[config.mk]
export PLATFORM = sky130hd
export DESIGN_NAME = txint_event_regs
export DESIGN_NICKNAME = d
export VERILOG_FILES = /design/src/rtl/txint_pkg.sv /design/src/rtl/txint_edge_det.sv /design/src/rtl/txint_w1sc_reg.sv /design/src/rtl/txint_bus_dec.sv /design/src/rtl/txint_summary.sv /design/src/rtl/txint_event_regs.sv
export SDC_FILE = /design/constraint.sdc
export NUM_CORES = 1
export LEC_CHECK = 0
export BUFFER_PORTS_ARGS = -buffer_cell sky130_fd_sc_hd__buf_2
export CAP_MARGIN = 20
export CORE_MARGIN = 3
export CORE_UTILIZATION = 38
export DETAILED_ROUTE_END_ITERATION = 16
export PLACE_DENSITY = 0.87
export SYNTH_ARGS = -nofsm -noshare
export SYNTH_HDL_FRONTEND = slang
export SYNTH_SLANG_ARGS = --single-unit
[constraint.sdc]
create_clock -name clk -period 1.3 [get_ports clk]
set_input_delay 0.26 -clock clk [delete_from_list [all_inputs] [get_ports clk]]
set_output_delay 0.26 -clock clk [all_outputs]
set_load 0.05 [all_outputs]
[src/rtl/txint_pkg.sv]
package txint_pkg;
  localparam logic [7:0] OFS_EV_SET = 8'h90;
  localparam logic [7:0] OFS_EV_CLR = 8'h94;
  localparam logic [7:0] OFS_MK_SET = 8'h98;
  localparam logic [7:0] OFS_MK_CLR = 8'h9C;

  typedef enum logic [2:0] {
    SEL_NONE,
    SEL_EV_SET,
    SEL_EV_CLR,
    SEL_MK_SET,
    SEL_MK_CLR
  } reg_sel_e;

  // Decode an 8-bit offset into a register selector.
  function automatic reg_sel_e decode_ofs(input logic [7:0] ofs);
    case (ofs)
      OFS_EV_SET: decode_ofs = SEL_EV_SET;
      OFS_EV_CLR: decode_ofs = SEL_EV_CLR;
      OFS_MK_SET: decode_ofs = SEL_MK_SET;
      OFS_MK_CLR: decode_ofs = SEL_MK_CLR;
      default:    decode_ofs = SEL_NONE;
    endcase
  endfunction

  // Next state of a sticky bit vector: hardware edges beat software clears.
  function automatic logic [31:0] sticky_next(input logic [31:0] cur,
                                              input logic [31:0] hw,
                                              input logic [31:0] sw_set,
                                              input logic [31:0] sw_clr);
    sticky_next = (cur | hw | sw_set) & ~(sw_clr & ~hw);
  endfunction
endpackage

[src/rtl/txint_edge_det.sv]
module txint_edge_det #(
  parameter int W = 8
) (
  input  logic         clk,
  input  logic         rst_n,
  input  logic [W-1:0] lvl_i,
  output logic [W-1:0] rise_o
);
  logic [W-1:0] prev_q;

  for (genvar i = 0; i < W; i++) begin : g_bit
    always_ff @(posedge clk) begin
      if (!rst_n) prev_q[i] <= 1'b0;
      else        prev_q[i] <= lvl_i[i];
    end
    assign rise_o[i] = lvl_i[i] & ~prev_q[i];
  end
endmodule

[src/rtl/txint_w1sc_reg.sv]
module txint_w1sc_reg
  import txint_pkg::*;
#(
  parameter int W = 8
) (
  input  logic         clk,
  input  logic         rst_n,
  input  logic [W-1:0] hw_set_i,
  input  logic [W-1:0] sw_set_i,
  input  logic [W-1:0] sw_clr_i,
  output logic [W-1:0] q_o
);
  logic [W-1:0] nxt;
  logic [31:0]  nxt_wide;

  assign nxt_wide = sticky_next(32'(q_o), 32'(hw_set_i), 32'(sw_set_i), 32'(sw_clr_i));
  assign nxt      = nxt_wide[W-1:0];

  always_ff @(posedge clk) begin
    if (!rst_n) q_o <= '0;
    else        q_o <= nxt;
  end
endmodule

[src/rtl/txint_bus_dec.sv]
module txint_bus_dec
  import txint_pkg::*;
#(
  parameter int W      = 8,
  parameter int DATA_W = 32
) (
  input  logic              wr_i,
  input  logic              rd_i,
  input  logic [7:0]        addr_i,
  input  logic [W-1:0]      wdata_i,
  input  logic [W-1:0]      ev_i,
  input  logic [W-1:0]      mask_i,
  output logic [W-1:0]      ev_set_o,
  output logic [W-1:0]      ev_clr_o,
  output logic [W-1:0]      mk_set_o,
  output logic [W-1:0]      mk_clr_o,
  output logic [DATA_W-1:0] rdata_o
);
  reg_sel_e sel;
  logic [W-1:0] rd_val;

  assign sel = decode_ofs(addr_i);

  assign ev_set_o = (wr_i && sel == SEL_EV_SET) ? wdata_i : '0;
  assign ev_clr_o = (wr_i && sel == SEL_EV_CLR) ? wdata_i : '0;
  assign mk_set_o = (wr_i && sel == SEL_MK_SET) ? wdata_i : '0;
  assign mk_clr_o = (wr_i && sel == SEL_MK_CLR) ? wdata_i : '0;

  always_comb begin
    case (sel)
      SEL_EV_SET:             rd_val = ev_i;
      SEL_EV_CLR:             rd_val = ev_i & mask_i;
      SEL_MK_SET, SEL_MK_CLR: rd_val = mask_i;
      default:                rd_val = '0;
    endcase
  end

  assign rdata_o = rd_i ? DATA_W'(rd_val) : '0;
endmodule

[src/rtl/txint_summary.sv]
module txint_summary #(
  parameter int W = 8
) (
  input  logic         clk,
  input  logic         rst_n,
  input  logic [W-1:0] ev_i,
  input  logic [W-1:0] mask_i,
  output logic         irq_o
);
  logic any_pending;
  assign any_pending = |(ev_i & mask_i);

  always_ff @(posedge clk) begin
    if (!rst_n) irq_o <= 1'b0;
    else        irq_o <= any_pending;
  end
endmodule

[src/rtl/txint_event_regs.sv]
module txint_event_regs #(
  parameter int NUM_CTX = 8,
  parameter int DATA_W  = 32
) (
  input  logic               clk,
  input  logic               rst_n,
  input  logic [NUM_CTX-1:0] ctx_irq_i,
  input  logic               bus_wr_i,
  input  logic               bus_rd_i,
  input  logic [7:0]         bus_addr_i,
  input  logic [DATA_W-1:0]  bus_wdata_i,
  output logic [DATA_W-1:0]  bus_rdata_o,
  output logic               summary_irq_o
);
  // Named internal events, visible to the bound checker.
  logic [NUM_CTX-1:0] ctx_rise;
  logic [NUM_CTX-1:0] ev_q;
  logic [NUM_CTX-1:0] mask_q;
  logic [NUM_CTX-1:0] ev_set_w;
  logic [NUM_CTX-1:0] ev_clr_w;
  logic [NUM_CTX-1:0] mk_set_w;
  logic [NUM_CTX-1:0] mk_clr_w;

  txint_edge_det #(.W(NUM_CTX)) u_edge (
    .clk    (clk),
    .rst_n  (rst_n),
    .lvl_i  (ctx_irq_i),
    .rise_o (ctx_rise)
  );

  txint_bus_dec #(.W(NUM_CTX), .DATA_W(DATA_W)) u_dec (
    .wr_i     (bus_wr_i),
    .rd_i     (bus_rd_i),
    .addr_i   (bus_addr_i),
    .wdata_i  (bus_wdata_i[NUM_CTX-1:0]),
    .ev_i     (ev_q),
    .mask_i   (mask_q),
    .ev_set_o (ev_set_w),
    .ev_clr_o (ev_clr_w),
    .mk_set_o (mk_set_w),
    .mk_clr_o (mk_clr_w),
    .rdata_o  (bus_rdata_o)
  );

  txint_w1sc_reg #(.W(NUM_CTX)) u_event (
    .clk      (clk),
    .rst_n    (rst_n),
    .hw_set_i (ctx_rise),
    .sw_set_i (ev_set_w),
    .sw_clr_i (ev_clr_w),
    .q_o      (ev_q)
  );

  txint_w1sc_reg #(.W(NUM_CTX)) u_mask (
    .clk      (clk),
    .rst_n    (rst_n),
    .hw_set_i ('0),
    .sw_set_i (mk_set_w),
    .sw_clr_i (mk_clr_w),
    .q_o      (mask_q)
  );

  txint_summary #(.W(NUM_CTX)) u_sum (
    .clk    (clk),
    .rst_n  (rst_n),
    .ev_i   (ev_q),
    .mask_i (mask_q),
    .irq_o  (summary_irq_o)
  );
endmodule

==> metrics, run 1 <==
status=finished, violations left; failing checks=negative setup slack; Met1 Wirelength=1430 um; Die X=66.0 um; diodes inserted=0; global-route wire length before repair=5400 um; Post-synth top flop=dfxtp_1; io pins=85; Tcrit/Tclk final=119%; nets=247; DRT antenna net count=0; Pre-antenna DRT Iters=5; synthesized instance count=154; Slew HR=57.3%; setup skew after layout=0.00238 ns; routed vias=1212; post-synthesis adder-cell area fraction=0%; f_max=649 MHz; initial DRC count=22; drt total wl=3320 um; Core ar.=0.00339 mm2; GRT overflow=0; switching share of power=33.4%; Placement Rows=21; Worst EP arrival=1.28 ns; cts bufs inserted=3; gpl congestion=0.801; HP Class=in -> reg; Synth top area share=36.6%; count leader, synth=buf_4; die area=0.00436 mm2; Power Dens Cells=901 mW/mm2; routed length on met3=212 um; I/O Buffers=36; startpoint types=input pin; setup_tns=-1.82 ns; GR Util All Layers=15.8%; endpoints failing setup=8; antenna violations before repair=0; synthesized cell area=0.00137 mm2; Yosys warnings=0; Tmin final=1.54 ns; EDFF count, synth=0; Setup crit end kind=output pin; hpwl dp=2480 um; Synth Area in Compound Gates=19.5%; largest net degree at the start of global routing=25; Layout Area Growth over Synthesis=24.6%; CTS tree=yes; distinct cell type count after synthesis=27; Clock Pin Slew Worst Setup and Hold Paths=0.13 ns; Root Buffer Master=clkbuf_4; Wirelength per Cell=13.8 um; Remaining DRCs=0; top cells by area, synth=dfxtp_1, buf_4, o22ai_1; post-synthesis sequential area ratio=36.6%; worst-path fanout max=8; largest area contributor in the synthesized netlist=dfxtp_1; Synth top cells by count=buf_4, dfxtp_1, nand2_1; met2 wire length=1640 um; Clk pwr share=22.3%; routed vias/inst=5.05; largest family of logic cells by synthesized area=buffers and inverters; FF+latch count, synth=25; WS Path Type=in -> out; Internal=0.00102 W; Post-synth ARST share=0%; H-tree lvl count=1; Clk Latency, worst-skew pair=0.32 ns; Slew Viols, Final=0; final worst slack=-0.241 ns; P_sw=0.000513 W; syn_area_per_cell=8.89 um2; maximum VDD drop=0.000479 V; Highest Signal Layer=met4; WP data required=1.04 ns; number of global-route vias before repair=1215; Gate power share=23.7%; clock buffer depth=2; mux cell area share after synthesis=5.85%; share of power burned in registers=54.0%; final hold vios=0; Max Cap Viol=0; XOR/XNOR Fraction of Synth Area=0%; unrepaired setup endpoints after global routing=yes; Synth Area in Simple Gates=17.6%; Initial Util=40.4%; Filler Cell Count=330; Leak=0.822 nW; fraction of final layout cells sized beyond drive strength 1=32.0%; CTS sink count=25; flop2flop setup slack=0.42 ns; post-layout util=50.3%; Die Ht=66.0 um; worst slew pin tran=0.639 ns
## power groups by stage
stage | clock network, W | logic, W | registers (W)
finish | 0.000343 | 0.000364 | 0.000829
detailed placement | 0 | 0.000357 | 0.000846
global route | 0.000377 | 0.000393 | 0.000834
CTS | 0.000354 | 0.000364 | 0.000829
floorplan | 0 | 0.000325 | 0.000838
global placement | 0 | 0.000351 | 0.000844
## cell type report
cell class	instances	area, um2	area share [%]
well taps	46	57.6	3.37
clock buffers	4	26.3	1.54
repair buffers	48	349	20.5
flip-flops and latches	25	500	29.3
multi-input cells	108	738	43.3
inverters	9	33.8	1.98
## final timing paths
| check | startpoint | end | cells after the start |
|---|---|---|---|
| worst min-delay path | ctx_irq_i[1] | u_edge.prev_q[1] | 3 |
| worst min register to register | u_edge.prev_q[6] | u_event.q_o[6] | 1 |
| worst max register to register | u_event.q_o[6] | u_sum.irq_o | 2 |
| worst max-delay path | bus_addr_i[0] | bus_rdata_o[5] | 6 |
## layer usage
metal / global-route usage [%] / vias up
li1: - / 593
met1: 19.4 / 570
met2: 28.2 / 45
met3: 1.87 / 4
met4: 5.84 / 0
met5: 0 / -
## state kept, by name (all words and copies together), names as in the netlist
name	cells
u_edge.prev_q	8
u_mask.q_o	8
u_event.q_o	8
u_sum.irq_o	1
## cell usage in the layout (no fill, tap or decap), drive strengths merged
cell / instances
buf: 48
a22oi: 4
nor4b: 1
a41o: 5
a41oi: 9
mux2i: 8
o32ai: 3
clkbuf: 4
nand2: 16
inv: 8
clkinv: 1
nor2b: 1
nand3: 8
and4: 3
o22ai: 13
and4b: 1
dfxtp: 25
and3b: 1
nand4b: 1
conb: 24
nand2b: 1
nor2: 9
## critical path, stage by stage
cell	delay, ns
buf_6	0.09
nor4b_4	0.34
nand4b_4	0.14
buf_12	0.18
nor2_4	0.09
buf_6	0.16
## cell families after synthesis
logic type             count (synthesis)
buffers and inverters                 44
AND/OR/NAND/NOR                       42
AO/OA/AOI/OAI                         34
flip-flops                            25
multiplexers                           8
other                                  1
## metrics by stage
step           hold WS [ns]  setup slack, ns  std cells  cell area (um2)  power [W]
5_1_grt               0.134           -0.281        240             1710    0.00160
2_1_floorplan         0.372           -0.450        177             1520    0.00116
3_5_place_dp          0.395           -0.348        236             1610    0.00120
4_1_cts               0.133           -0.236        241             1710    0.00155
6_report              0.135           -0.241        240             1710    0.00154
3_3_place_gp          0.389           -0.347        236             1610    0.00119
## what timing repair did
action / in CTS / in global routing
pin swaps: 2 / 2
setup buffers: 1 / 1
setup endpoints to repair: 8 / 11
hold buffers: 0 / 0
resized for setup: 18 / 1
Power figures use the tool's default switching activity.
==> run 2: changes to the inputs <==
- RECOVER_POWER: unset -> 50
==> run 2 against run 1 <==
Fmax hardly changed. Setup slack about the same. Largest power group unchanged. Total power about the same. Highest routed layer unchanged. Non-clock buffer count unchanged. Die area unchanged. Critical path type unchanged. The flow still finishes with violations (negative setup slack). Sequential power barely moved.
==> metrics, run 2 (synthesis results as in run 1) <==
status=finished, violations left; failing checks=negative setup slack; diodes inserted=0; Hold Crit Start=ctx_irq_i[1]; antenna violations before repair=0; fraction of final layout cells sized beyond drive strength 1=31.4%; routed vias=1220; Max Cap Viol=0; final worst slack=-0.242 ns; HP Class=in -> reg; Hold Path Depth=3; Tmin final=1.54 ns; worst-path fanout max=8; most common cell after layout, fill and taps aside=buf_2; Pre-antenna DRT Iters=4; Slew HR=46.4%; GRT overflow=0; Power Dens Cells=902 mW/mm2; maximum VDD drop=0.000479 V; Tot Pwr=0.00153 W; DRT antenna net count=0; Hold Path Sink=u_edge.prev_q[1]; Layout Area Growth over Synthesis=24.3%; hpwl dp=2480 um; Clk Latency, worst-skew pair=0.32 ns; gpl congestion=0.801; WP data required=1.04 ns; clock buffer depth=2; setup skew after layout=0.00120 ns; drt total wl=3290 um; CTS sink count=25; H-tree lvl count=1; initial DRC count=28; reg-to-reg critical path startpoint=u_event.q_o[6]; final hold vios=0; startpoint types=input pin; Core ar.=0.00339 mm2; die area=0.00436 mm2; endpoints failing setup=10; CTS tree=yes; Die Ht=66.0 um; setup_tns=-1.86 ns; flop2flop setup slack=0.42 ns; Initial Util=40.4%; Placement Rows=21; unrepaired setup endpoints after global routing=yes; Setup crit end kind=output pin; GR Util All Layers=15.8%; io pins=85; commonest non-fill, non-tap cells in the layout=buf_2, dfxtp_1, conb_1; cts bufs inserted=3; largest net degree at the start of global routing=25; I/O Buffers=36; f_max=649 MHz; routed vias/inst=5.08; Tcrit/Tclk final=119%; Root Buffer Master=clkbuf_4; worst slew pin tran=0.804 ns; global-route wire length before repair=5400 um; Remaining DRCs=0; Regs by FF count=u_edge.prev_q: 8 flops, u_event.q_o: 8 flops, u_mask.q_o: 8 flops; Die X=66.0 um; WS Path Type=in -> out; Leak=0.818 nW; reg2reg path depth=2; Hold Buf Count CTS=0; Worst R2R End=u_sum.irq_o; Wirelength per Cell=13.7 um; Worst EP arrival=1.28 ns; Slew Viols, Final=0; number of global-route vias before repair=1215; nets=247; Clock Pin Slew Worst Setup and Hold Paths=0.13 ns
[run 2: changes by cell type in the layout (fill, tap and decap cells not counted)]
cell and delta:
clkbuf_1 +1, buf_4 -1
[run 2: power by group]
| part | total, W | internal, W | switching (W) |
|---|---|---|---|
| Combinational | 0.000362 | 0.0000975 | 0.000264 |
| Sequential | 0.000829 | 0.000804 | 0.0000247 |
| Clock | 0.000344 | 0.000120 | 0.000224 |
| Total | 0.00153 | 0.00102 | 0.000513 |
[run 2: cell type report]
type / count / area, um2
flip-flops and latches: 25 / 500
fillers: 331 / 1690
well taps: 46 / 57.6
repair buffers: 48 / 345
inverters: 9 / 33.8
clock buffers: 4 / 26.3
multi-input cells: 108 / 738
[run 2: what timing repair did]
action / in CTS / in global routing
resized for setup: 18 / 1
endpoints found under the setup margin: 8 / 11
hold endpoints to repair: 0 / 0
pin swaps: 2 / 2
buffers inserted: 1 / 1
[run 2: how the worst max path moves through the flow]
| stage | startpoint | endpoint | slack (ns) | depth (start not counted) |
|---|---|---|---|---|
| after CTS | bus_addr_i[5] | bus_rdata_o[5] | -0.24 | 6 |
| after detailed placement | bus_addr_i[1] | bus_rdata_o[6] | -0.35 | 6 |
| after global routing | bus_addr_i[0] | bus_rdata_o[3] | -0.28 | 6 |
| final | bus_addr_i[0] | bus_rdata_o[5] | -0.24 | 6 |
| after global placement | bus_addr_i[1] | bus_rdata_o[1] | -0.35 | 6 |
| after floorplan | bus_addr_i[1] | bus_rdata_o[0] | -0.45 | 4 |
[run 2: critical path: stages]
cell,delay (ns)
buf_6,0.09
nor4b_4,0.34
nand4b_4,0.14
buf_12,0.18
nor2_4,0.09
buf_6,0.16
[run 2: stage by stage]
step | area [um2] | setup slack (ns) | utilization [%] | cells | hold slack [ns]
after floorplan | 1520 | -0.450 | - | 177 | 0.372
after global placement | 1610 | -0.347 | 47.6 | 236 | 0.389
after detailed placement | 1610 | -0.348 | 47.6 | 236 | 0.395
after CTS | 1710 | -0.236 | 50.4 | 241 | 0.133
after global routing | 1700 | -0.281 | 50.2 | 240 | 0.134
final | 1700 | -0.242 | 50.2 | 240 | 0.134
[run 2: routing by layer]
metal,up-vias,routed length (um),GRT usage (%)
li1,595,-,-
met1,575,1420,19.4
met2,46,1610,28.2
met3,4,221,1.87
met4,0,38,5.84
met5,-,0,0
==> run 3: changes to the inputs <==
==> constraint.sdc (replaced) <==
create_clock -name clk -period 1.3 [get_ports clk]
set_input_delay 0.065 -clock clk [delete_from_list [all_inputs] [get_ports clk]]
set_output_delay 0.065 -clock clk [all_outputs]
set_load 0.05 [all_outputs]
==> run 3 against run 2 <==
Worst hold slack worse by 0.10 ns. Sequential power hardly changed. Final cell count is 0.83% higher. Sequential cell count stayed put. Count of clock-buffer cells in the layout is 1 lower. Register-to-register slack better by 0.03 ns. Critical endpoint is now bus_rdata_o[0]. The flow now finishes without violations. Clock power is 1% lower.
==> metrics, run 3 (synthesis results as in run 1) <==
cts bufs inserted=3; Clock Pin Slew Worst Setup and Hold Paths=0.13 ns; Slew Viols, Final=0; hpwl dp=2350 um; worst-path fanout max=8; share of power burned in registers=54.1%; setup_tns=0 ns; DRT antenna net count=0; GRT overflow=0; flop2flop setup slack=0.45 ns; largest net degree at the start of global routing=25; Pre-antenna DRT Iters=4; nets=249; die area=0.00436 mm2; post-CTS setup buffer count=0; fin area=0.00168 mm2; Max Cap Viol=0; Post-Layout Cell Count=242; P_sw=0.000507 W; most common cell after layout, fill and taps aside=buf_2; gpl congestion=0.713; Placement Rows=21; CTS sink count=25; unrepaired setup endpoints after global routing=yes; Layout Area Growth over Synthesis=22.6%; Regs by FF count=u_edge.prev_q: 8 flops, u_event.q_o: 8 flops, u_mask.q_o: 8 flops; final worst slack=0.0532 ns; H-tree lvl count=1; Remaining DRCs=0; startpoint types=input pin; WP data required=1.24 ns; Die Ht=66.0 um; final hold vios=0; fraction of final layout cells sized beyond drive strength 1=29.1%; Placed Area=0.00152 mm2; HP Class=in -> reg; status=finished clean; Tmin final=1.25 ns; maximum VDD drop=0.000572 V; Tcrit/Tclk final=95.9%; Internal=0.00102 W; clock buffer depth=2; Root Buffer Master=clkbuf_4; setup skew after layout=0.00825 ns; f_max=802 MHz; commonest non-fill, non-tap cells in the layout=buf_2, dfxtp_1, conb_1; endpoints failing setup=0; Worst R2R End=u_sum.irq_o; switching share of power=33.2%; antenna violations before repair=0; I/O Buffers=36; GR Util All Layers=15.4%; WS Path Type=in -> out; Clk pwr share=22.2%; routed vias/inst=5.04; reg2reg path depth=2; initial DRC count=82; Initial Util=40.4%; CTS tree=yes; io pins=85; Leak=0.822 nW; reg-to-reg critical path startpoint=u_event.q_o[0]; # placed instances=230; Hold Path Depth=3; Setup crit end kind=output pin; Wirelength per Cell=13.5 um; Gate power share=23.7%; routed vias=1219; Die X=66.0 um; Setup crit start=bus_addr_i[0]; Core ar.=0.00339 mm2; Power Dens Cells=912 mW/mm2; DP Worst Slack=-0.0644 ns; global-route wire length before repair=5280 um; drt total wl=3260 um; number of global-route vias before repair=1192; diodes inserted=0; Hold Crit Start=bus_wdata_i[3]; Worst EP arrival=1.18 ns; Clk Latency, worst-skew pair=0.32 ns; Hold Path Sink=u_mask.q_o[3]
[run 3: cell type report]
type | instances | area, um2
Clock buffer | 3 | 22.5
Inverter | 9 | 33.8
Tap cell | 46 | 57.6
Fill cell | 339 | 1710
Sequential cell | 25 | 500
Multi-Input combinational cell | 108 | 703
Timing Repair Buffer | 50 | 355
Clock inverter | 1 | 5.00
[run 3: timing repair]
item	in CTS	in global routing
hold buffers	8	0
hold endpoints to repair	12	0
pin swaps	1	5
resized for setup	8	9
endpoints found under the setup margin	8	6
[run 3: worst max-delay path: stages]
cell	delay (ns)
buf_2	0.11
nor4b_4	0.37
nand4b_4	0.27
nor2_2	0.19
buf_6	0.17
[run 3: per-layer routing]
layer  global-route usage (%)  routed length (um)
met1                     18.8                1340
met5                        0                   0
met4                     3.05                  19
met3                     3.57                 290
met2                     27.4                1610
[run 3: stage by stage]
stage / power, W / hold WS, ns / utilization, %
after floorplan: 0.00116 / 0.177 / -
after global placement: 0.00118 / 0.267 / 44.7
after detailed placement: 0.00119 / 0.271 / 44.7
after CTS: 0.00155 / 0.0200 / 48.5
after global routing: 0.00162 / 0.0134 / 49.5
final: 0.00153 / 0.0311 / 49.5
[run 3: worst max path at each step]
stage | end | slack (ns) | depth (start not counted)
CTS | bus_rdata_o[2] | -0.001 | 5
global route | bus_rdata_o[7] | -0.01 | 5
detailed placement | u_event.q_o[0] | -0.06 | 5
floorplan | bus_rdata_o[0] | -0.11 | 4
finish | bus_rdata_o[0] | 0.05 | 5
global placement | bus_rdata_o[2] | -0.05 | 5
[run 3: power groups by stage]
stage	Sequential, W	Combinational, W	Clock, W
after floorplan	0.000838	0.000319	0
after global placement	0.000843	0.000336	0
after detailed placement	0.000844	0.000341	0
after CTS	0.000827	0.000360	0.000362
after global routing	0.000834	0.000392	0.000397
final	0.000827	0.000363	0.000339
